<file path="src/rtl/dma_irq_pkg.sv">
package dma_irq_pkg;
    localparam int unsigned NUM_ESC    = 4;
    localparam int unsigned CTL_RUN    = 0;
    localparam int unsigned CTL_END_IE = 1;
    localparam int unsigned CTL_ESC_IE = 2;
    localparam int unsigned CTL_EN_LSB = 3;
    localparam int unsigned REG_W      = CTL_EN_LSB + NUM_ESC;
    localparam int unsigned NUM_FLAGS  = 2;
    localparam int unsigned ST_END     = 0;
    localparam int unsigned ST_ESC     = 1;
    localparam logic        ADDR_CTRL  = 1'b0;
    localparam logic        ADDR_STAT  = 1'b1;

    typedef enum logic [1:0] {
        FL_CLEAR = 2'd0,
        FL_PEND  = 2'd1,
        FL_ARMED = 2'd2
    } flag_state_t;
endpackage

</file>
<file path="src/rtl/dma_irq_cause.sv">
module dma_irq_cause #(
    parameter int unsigned N = 4
) (
    input  logic [N-1:0] cause_i,
    input  logic [N-1:0] en_i,
    output logic         hit_o
);
    logic [N-1:0] gated;

    for (genvar i = 0; i < N; i++) begin : g_gate
        assign gated[i] = cause_i[i] & en_i[i];
    end

    assign hit_o = |gated;
endmodule

</file>
<file path="src/rtl/dma_irq_flag.sv">
module dma_irq_flag
    import dma_irq_pkg::*;
(
    input  logic clk,
    input  logic rst_n,
    input  logic set_ev,
    input  logic hw_clr,
    input  logic wr_hit,
    input  logic wr_bit,
    input  logic rd_hit,
    output logic flag_o
);
    flag_state_t state_q, state_d;

    always_ff @(posedge clk) begin
        if (!rst_n) state_q <= FL_CLEAR;
        else        state_q <= state_d;
    end

    always_comb begin
        state_d = state_q;
        if (set_ev) begin
            if (hw_clr || wr_hit)                  state_d = FL_PEND;
            else if (state_q == FL_CLEAR)          state_d = FL_PEND;
            else if (state_q == FL_PEND && rd_hit) state_d = FL_ARMED;
        end else if (hw_clr) begin
            state_d = FL_CLEAR;
        end else begin
            unique case (state_q)
                FL_CLEAR: state_d = FL_CLEAR;
                FL_PEND:  if (!wr_hit && rd_hit) state_d = FL_ARMED;
                FL_ARMED: if (wr_hit) state_d = wr_bit ? FL_PEND : FL_CLEAR;
                default:  state_d = FL_CLEAR;
            endcase
        end
    end

    always_comb begin
        flag_o = (state_q != FL_CLEAR);
    end

    p_set_wins_r8: assert property (@(posedge clk) disable iff (!rst_n)
        set_ev |=> flag_o);

    p_no_sw_set_r6: assert property (@(posedge clk) disable iff (!rst_n)
        (!flag_o && !set_ev) |=> !flag_o);

    p_clear_needs_read_r5: assert property (@(posedge clk) disable iff (!rst_n)
        (wr_hit && state_q != FL_ARMED && !set_ev && !hw_clr) |=> $stable(flag_o));

    p_write_disarms_r9: assert property (@(posedge clk) disable iff (!rst_n)
        wr_hit |=> (state_q != FL_ARMED));
endmodule

</file>
<file path="src/rtl/dma_irq_regs.sv">
module dma_irq_regs
    import dma_irq_pkg::*;
#(
    parameter int unsigned N = NUM_ESC
) (
    input  logic                 clk,
    input  logic                 rst_n,
    input  logic                 ctrl_wr,
    input  logic [REG_W-1:0]     wdata,
    input  logic                 stop_ev,
    input  logic                 rd_sel,
    input  logic [NUM_FLAGS-1:0] flags,
    output logic [REG_W-1:0]     rdata,
    output logic                 end_ie,
    output logic                 esc_ie,
    output logic [N-1:0]         cause_en
);
    logic run_q;

    always_ff @(posedge clk) begin
        if (!rst_n) begin
            run_q    <= 1'b0;
            end_ie   <= 1'b0;
            esc_ie   <= 1'b0;
            cause_en <= '0;
        end else begin
            if (ctrl_wr) begin
                end_ie   <= wdata[CTL_END_IE];
                esc_ie   <= wdata[CTL_ESC_IE];
                cause_en <= wdata[CTL_EN_LSB +: N];
            end
            if (stop_ev)      run_q <= 1'b0;
            else if (ctrl_wr) run_q <= wdata[CTL_RUN];
        end
    end

    always_comb begin
        rdata = '0;
        if (rd_sel == ADDR_STAT) begin
            rdata[NUM_FLAGS-1:0] = flags;
        end else begin
            rdata[CTL_RUN]             = run_q;
            rdata[CTL_END_IE]          = end_ie;
            rdata[CTL_ESC_IE]          = esc_ie;
            rdata[CTL_EN_LSB +: N]     = cause_en;
        end
    end

    p_stop_clears_run_r7: assert property (@(posedge clk) disable iff (!rst_n)
        stop_ev |=> !run_q);
endmodule

</file>
<file path="src/rtl/dma_irq_ctrl.sv">
module dma_irq_ctrl
    import dma_irq_pkg::*;
(
    input  logic             clk,
    input  logic             rst_n,
    input  logic             reg_addr,
    input  logic             reg_wr,
    input  logic             reg_rd,
    input  logic [REG_W-1:0] reg_wdata,
    output logic [REG_W-1:0] reg_rdata,
    input  logic             ev_done,
    input  logic             ev_size_err,
    input  logic             ev_blk_end,
    input  logic             ev_src_ovf,
    input  logic             ev_dst_ovf,
    output logic             irq_end,
    output logic             irq_esc
);
    logic                 ctrl_wr, stat_wr, stat_rd, run_start;
    logic                 esc_hit, end_ie, esc_ie;
    logic [NUM_ESC-1:0]   cause_en, causes;
    logic [NUM_FLAGS-1:0] flag_set, flags;

    assign ctrl_wr   = reg_wr && (reg_addr == ADDR_CTRL);
    assign stat_wr   = reg_wr && (reg_addr == ADDR_STAT);
    assign stat_rd   = reg_rd && !reg_wr && (reg_addr == ADDR_STAT);
    assign run_start = ctrl_wr && reg_wdata[CTL_RUN];
    assign causes    = {ev_dst_ovf, ev_src_ovf, ev_blk_end, ev_size_err};

    dma_irq_cause #(.N(NUM_ESC)) u_cause (
        .cause_i (causes),
        .en_i    (cause_en),
        .hit_o   (esc_hit)
    );

    assign flag_set[ST_END] = ev_done;
    assign flag_set[ST_ESC] = esc_hit;

    for (genvar g = 0; g < NUM_FLAGS; g++) begin : g_flag
        dma_irq_flag u_flag (
            .clk    (clk),
            .rst_n  (rst_n),
            .set_ev (flag_set[g]),
            .hw_clr (run_start),
            .wr_hit (stat_wr),
            .wr_bit (reg_wdata[g]),
            .rd_hit (stat_rd),
            .flag_o (flags[g])
        );
    end

    dma_irq_regs #(.N(NUM_ESC)) u_regs (
        .clk      (clk),
        .rst_n    (rst_n),
        .ctrl_wr  (ctrl_wr),
        .wdata    (reg_wdata),
        .stop_ev  (|flag_set),
        .rd_sel   (reg_addr),
        .flags    (flags),
        .rdata    (reg_rdata),
        .end_ie   (end_ie),
        .esc_ie   (esc_ie),
        .cause_en (cause_en)
    );

    assign irq_end = flags[ST_END] & end_ie;
    assign irq_esc = flags[ST_ESC] & esc_ie;

    p_run_start_clears_r4: assert property (@(posedge clk) disable iff (!rst_n)
        (run_start && !(|flag_set)) |=> (flags == '0));

    p_done_sets_end_r1: assert property (@(posedge clk) disable iff (!rst_n)
        ev_done |=> flags[ST_END]);
endmodule

</file>
<file path="config.mk">
export PLATFORM = sky130hd
export DESIGN_NAME = dma_irq_ctrl
export DESIGN_NICKNAME = d
export VERILOG_FILES = /design/src/rtl/dma_irq_pkg.sv /design/src/rtl/dma_irq_cause.sv /design/src/rtl/dma_irq_flag.sv /design/src/rtl/dma_irq_regs.sv /design/src/rtl/dma_irq_ctrl.sv
export SDC_FILE = /design/constraint.sdc
export NUM_CORES = 1
export LEC_CHECK = 0
export BUFFER_PORTS_ARGS = -buffer_cell sky130_fd_sc_hd__buf_4
export CAP_MARGIN = 10
export CELL_PAD_IN_SITES_DETAIL_PLACEMENT = 1
export CELL_PAD_IN_SITES_GLOBAL_PLACEMENT = 1
export CORE_ASPECT_RATIO = 0.75
export CORE_UTILIZATION = 34
export DETAILED_ROUTE_END_ITERATION = 10
export GPL_ROUTABILITY_DRIVEN = 0
export PLACE_DENSITY_LB_ADDON = 0.05
export SLEW_MARGIN = 20
export SYNTH_ARGS = -nofsm -noshare
export SYNTH_HDL_FRONTEND = slang
export SYNTH_SLANG_ARGS = --single-unit
</file>
<file path="constraint.sdc">
create_clock -name clk -period 1.45 [get_ports clk]
set_input_delay 0.0725 -clock clk [delete_from_list [all_inputs] [get_ports clk]]
set_output_delay 0.0725 -clock clk [all_outputs]
set_load 0.1 [all_outputs]
</file>
==> results_dict.tcl, run 1 <==
set metrics [dict create \
    status "complete, no violations" \
    yosys-top-cells-area "dfxtp_1 (29%), nand2_1 (9.5%), nor2b_1 (8.4%)" \
    clk_pin_slew_ns 0.07 \
    crit_arrival_ns 1.32 \
    drc 0 \
    yosysWarnings 0 \
    fin_tns_setup_ns 0 \
    drt-pass1-iter-count 4 \
    synth_adder_area_share_pct 5.025 \
    vias 794 \
    required_ns 1.38 \
    max_freq_mhz 715.9 \
    slew_headroom_pct 77.94 \
    yosys.area.top_type "dfxtp_1" \
    pwr-share-comb_pct 34.5 \
    synth-compound-area-share_pct 23.28 \
    post-route-min-period_ns 1.397 \
    synth_xor_area_share_pct 0 \
    leakagePower_nw 0.4217 \
    ys_types 30 \
    wl_um 2234 \
    skew_ns 0.003519 \
    clock-sinks 11 \
    synth_cells 97 \
    die_area_um2 2390 \
    viasPerCell 5.365 \
    grt_use_total_pct 21.05 \
    met3_usage_pct 4.630 \
    power_density_nw_per_um2 814.0 \
    use_met1_pct 29.59 \
    die_h_um 42.59 \
    finalHoldViolCount 0 \
    rsz0062_at_grt "no" \
    io-pin-count 26 \
    p_sw_mw 0.2995 \
    synthesis.area_um2 747.0 \
    nets 145 \
    yosysSeqAreaShare_pct 29.48 \
    cap_violations 0 \
    clkPwrFrac_pct 25.3 \
    start_kind "flip-flop" \
    rows 14 \
    intPower_mw 0.5326 \
    antenna_cells 0 \
    synth.mux.area_fraction_pct 6.198 \
    cts_buffer_depth 2 \
    tightest_slew_ns 0.3226 \
    cts_tree "done" \
    clock_latency_ns 0.27 \
    synth_nets 117 \
    drive_gt1_share_pct 32.26 \
    fin_crit_sh_pct 96.34 \
    avgSynthCellArea_um2 7.701 \
    swShare_pct 35.99 \
    grt_busiest_layer "met2" \
    drtAntennaViolNets 0 \
    syn_to_final_growth_pct 36.85 \
    finalSetupViolCount 0 \
    placed_cells 144 \
    core_area_um2 2032 \
    cts_buffers 3 \
    fin_cells 148 \
    critical_path_class "flip-flop to primary output" \
    antenna_found_initial 0 \
    cts_root_buffer "clkbuf_4" \
    portBuffers 25 \
    drtIter0Drc 13 \
    p_seq_share_pct 40.2 \
    irDropWorstVdd_v 0.0004000 \
    crit_path_end_kind "primary output" \
    die_width_um 56.12 \
    crit_fanout 5 \
    grt_max_degree 19 \
    start_util_pct 36.76 \
    hp-class "input port to flip-flop" \
    wl_per_cell_um 15.09 \
    grt_pass1_wl_um 3843 \
    overflow 0 \
    slew_viol_final 0 \
    met2_usage_pct 31.67 \
    grt_pass1_vias 800 \
    synthSimpleGateAreaFrac_pct 30.32 \
    synth_top_area_share_pct 29.48 \
    synth_top_family_by_area "simple AND/OR/NAND/NOR gates" \
    detailed_place_hpwl_um 1783 \
    synth_seq_cells 11 \
    ctsHtreeMaxLevel 1 \
]
==> flip-flops by register name, summed over array words and instances (netlist names) <==
name,count
g_flag.u_flag.state_q,4
u_regs.end_ie,1
u_regs.run_q,1
u_regs.esc_ie,1
u_regs.cause_en,4
==> cells in the final DEF (no fill, tap or decap), types with 2 or more instances in the layout <==
| master | n |
|---|---|
| inv_1 | 3 |
| a21oi_2 | 3 |
| buf_4 | 25 |
| nand3_1 | 3 |
| nand3b_1 | 2 |
| o21ai_0 | 5 |
| dfxtp_1 | 11 |
| nand2_1 | 19 |
| a21oi_1 | 6 |
| nor2b_1 | 8 |
| ha_1 | 2 |
| and3b_1 | 2 |
| a22oi_1 | 5 |
| nor2_1 | 6 |
| clkbuf_4 | 3 |
| mux2i_1 | 2 |
==> timing repair <==
action,in CTS,in global routing
endpoints found under the setup margin,3,2
resized for setup,4,2
setup buffers,0,0
hold buffers,0,0
==> worst max-delay path: stages, from the launching register on <==
cell	delay, ns
dfxtp_1	0.37
inv_1	0.10
ha_4	0.20
a21oi_2	0.17
buf_8	0.21
==> Yosys cell counts <==
| master | instances |
|---|---|
| and3b_1 | 2 |
| inv_1 | 3 |
| a2111oi_0 | 1 |
| buf_6 | 1 |
| o21ai_1 | 1 |
| nand2b_1 | 1 |
| nor2_1 | 7 |
| or3_1 | 1 |
| mux2_4 | 1 |
| nand3_1 | 3 |
| mux2_2 | 1 |
| a21oi_2 | 1 |
| buf_4 | 1 |
| nand2_1 | 19 |
| o21ai_0 | 5 |
| o21a_1 | 1 |
| dfxtp_1 | 11 |
| a221oi_4 | 1 |
| and3_1 | 1 |
| o211ai_1 | 1 |
| nor2b_1 | 10 |
| clkbuf_1 | 1 |
| buf_2 | 1 |
| nand3b_1 | 2 |
| clkinv_1 | 1 |
| mux2i_1 | 2 |
| a22oi_1 | 5 |
| ha_1 | 3 |
| o31ai_1 | 1 |
| a21oi_1 | 8 |
==> worst paths after layout <==
| kind | start | to | slack, ns | depth (start not counted) |
|---|---|---|---|---|
| max reg2reg | g_flag[0].u_flag.state_q[0] | g_flag[0].u_flag.state_q[0] | 0.10 | 5 |
| min reg2reg | u_regs.esc_ie | u_regs.esc_ie | 0.48 | 2 |
| max | g_flag[0].u_flag.state_q[0] | reg_rdata[0] | 0.05 | 4 |
| min | reg_wdata[4] | u_regs.cause_en[1] | 0.05 | 3 |
==> kinds of logic (layout without fill, tap and decap cells) <==
group / Yosys count / in the layout
muxes: 4 / 4
and+or+nand+nor: 46 / 46
adders and majority gates: 3 / 3
buffers and inverters: 8 / 35
DFF: 11 / 11
AOI/OAI and AO/OA: 25 / 25
==> layout make-up <==
cell class                      count  area (µm²)
Sequential cell                    11       220.2
Inverter                            4       15.01
Clock buffer                        4       26.28
Multi-Input combinational cell     78       516.7
Timing Repair Buffer               27       214.0
Fill cell                         264        1010
Tap cell                           24       30.03
==> power groups by stage <==
stage | registers (mW) | clock network, mW | logic [mW]
after floorplan | 0.335 | 0 | 0.194
after global placement | 0.338 | 0 | 0.270
after detailed placement | 0.341 | 0 | 0.278
after CTS | 0.334 | 0.220 | 0.287
after global routing | 0.337 | 0.234 | 0.307
final | 0.334 | 0.211 | 0.287
==> stage by stage <==
stage	instance area, µm²	utilization (%)	hold slack [ns]	power, mW	worst slack, ns
finish	1022	50.31	0.04692	0.8321	0.05307
global route	1022	50.31	0.06349	0.8779	0.002432
CTS	1016	50.00	0.04079	0.8405	0.03042
detailed placement	969.7	47.72	0.3333	0.6190	-0.001422
global placement	969.7	47.72	0.3209	0.6084	0.09337
floorplan	764.5	-	0.1640	0.5291	-0.3244
==> layer usage <==
| layer | wire [µm] | share of wire, % |
|---|---|---|
| met5 | 0 | 0 |
| met4 | 29 | 1.3 |
| met3 | 121 | 5.4 |
| met2 | 953 | 43 |
| met1 | 1129 | 51 |
Note: power is estimated with default switching activity, not from simulation.
==> run 2, diff against run 1 <==
==> constraint.sdc (replaced) <==
create_clock -name clk -period 1.45 [get_ports clk]
set_input_delay 0.145 -clock clk [delete_from_list [all_inputs] [get_ports clk]]
set_output_delay 0.145 -clock clk [all_outputs]
set_load 0.1 [all_outputs]
==> run 2 against run 1 <==
Combinational power rose by 3%. Worst setup slack improved by 0.0075 ns. Via count fell by 1.9%. Register-to-register slack improved by 0.05 ns. Critical endpoint is now irq_end.
==> results_dict.tcl, run 2 (synthesis results as in run 1) <==
set metrics [dict create \
    slowest_stage "dfxtp_1" \
    rsz0062_at_grt "no" \
    mostFrequentLayoutCells "buf_4 (27), nand2_1 (19), dfxtp_1 (10), nor2b_1 (8), nor2_1 (7)" \
    grt_pass1_vias 802 \
    critPathMaxStageDelay_ns 0.36 \
    grt_pass1_wl_um 3850 \
    cts_tree "done" \
    leakagePower_nw 0.4351 \
    required_ns 1.31 \
    cts_root_buffer "clkbuf_4" \
    status "complete, no violations" \
    nets 147 \
    place_area_um2 977.2 \
    largest_registers "g_flag.u_flag.state_q x4, u_regs.cause_en x4" \
    finalSetupViolCount 0 \
    tightest_slew_ns 0.3565 \
    irDropWorstVdd_v 0.0005305 \
    drt-pass1-iter-count 3 \
    hold_depth 3 \
    wl_per_cell_um 14.64 \
    rows 14 \
    die_width_um 56.12 \
    drive_gt1_share_pct 34.13 \
    viasPerCell 5.193 \
    finalHoldViolCount 0 \
    die_area_um2 2390 \
    fin_tns_setup_ns 0 \
    fin_crit_sh_pct 95.82 \
    die_h_um 42.59 \
    portBuffers 25 \
    clock_latency_ns 0.28 \
    crit_path_end_kind "primary output" \
    antenna_found_initial 0 \
    syn_to_final_growth_pct 40.37 \
    grt_max_degree 19 \
    crit_fanout 5 \
    detailed_place_hpwl_um 1664 \
    core_area_um2 2032 \
    overflow 0 \
    crit_arrival_ns 1.24 \
    clock-sinks 11 \
    cp_cell_sequence "inv_2 > ha_4 > nor2b_4 > buf_6" \
    io-pin-count 26 \
    start_kind "flip-flop" \
    start_util_pct 36.76 \
    drtIter0Drc 7 \
    slew_headroom_pct 75.62 \
    max_freq_mhz 719.7 \
    wl_um 2196 \
    vias 779 \
    post-route-min-period_ns 1.389 \
    stdcell_area_um2 1049 \
    hp-class "input port to flip-flop" \
    setup_ws_ns 0.06054 \
    cts_hold_buf 0 \
    drc 0 \
    power_density_nw_per_um2 817.6 \
    grt_use_total_pct 21.56 \
    ctsHtreeMaxLevel 1 \
    slew_viol_final 0 \
    critical_path_class "flip-flop to primary output" \
    post-place-ws_ns 0.02138 \
    antenna_cells 0 \
    cts_buffer_depth 2 \
    skew_ns 0.001643 \
    final_common_cell "buf_4" \
    cap_violations 0 \
    clk_pin_slew_ns 0.08 \
    cts_buffers 3 \
    reg2regPathDepth 6 \
    drtAntennaViolNets 0 \
]
==> run 2: area by class of cell <==
cell class,instances,area [µm²]
tap,24,30.03
multi-input combinational,78,521.8
timing repair buffer,29,234.0
clock buffer,4,26.28
sequential,11,221.5
inverter,4,15.01
fill,253,983.4
==> run 2: per-stage QoR <==
stage | util [%] | power [mW] | instances | hold WS (ns)
2_1_floorplan | - | 0.5291 | 97 | 0.2365
5_1_grt | 51.60 | 0.9001 | 150 | 0.1019
3_3_place_gp | 48.09 | 0.6103 | 145 | 0.3939
6_report | 51.60 | 0.8573 | 150 | 0.1086
3_5_place_dp | 48.09 | 0.6183 | 145 | 0.4043
4_1_cts | 51.23 | 0.8597 | 149 | 0.1030
==> run 2: path summary, 6_finish.rpt <==
check                                                 start  slack, ns                          end
worst max-delay path            g_flag[0].u_flag.state_q[1]       0.06                      irq_end
worst min-delay path                           reg_wdata[2]       0.11                u_regs.esc_ie
worst max register to register  g_flag[0].u_flag.state_q[1]       0.15  g_flag[0].u_flag.state_q[0]
worst min register to register                u_regs.esc_ie       0.47                u_regs.esc_ie
==> run 2: worst max-delay path, delay by kind of cell (launching register included) <==
kind	cells	cell delay [ns]
AND/OR/NAND/NOR	1	0.11
flip-flops	1	0.36
buffers and inverters	2	0.29
adder cells (fa/ha/maj)	1	0.20
==> run 2: routing by layer <==
metal / part of all wire [%] / track usage [%]
met1: 52 / 28.22
met2: 43 / 33.81
met3: 4.1 / 6.481
met4: 1.2 / 7.317
met5: 0 / 0
==> run 2: report_power, final <==
group,switching [mW],internal (mW),total [mW]
registers,0.0146,0.319,0.333
logic,0.181,0.115,0.296
clock network,0.121,0.107,0.228
total,0.317,0.541,0.857
==> run 2: what timing repair did <==
item	4_1_cts	5_1_grt
buffers inserted	0	1
resized for setup	8	1
setup endpoints to repair	2	2
pin swaps	0	2
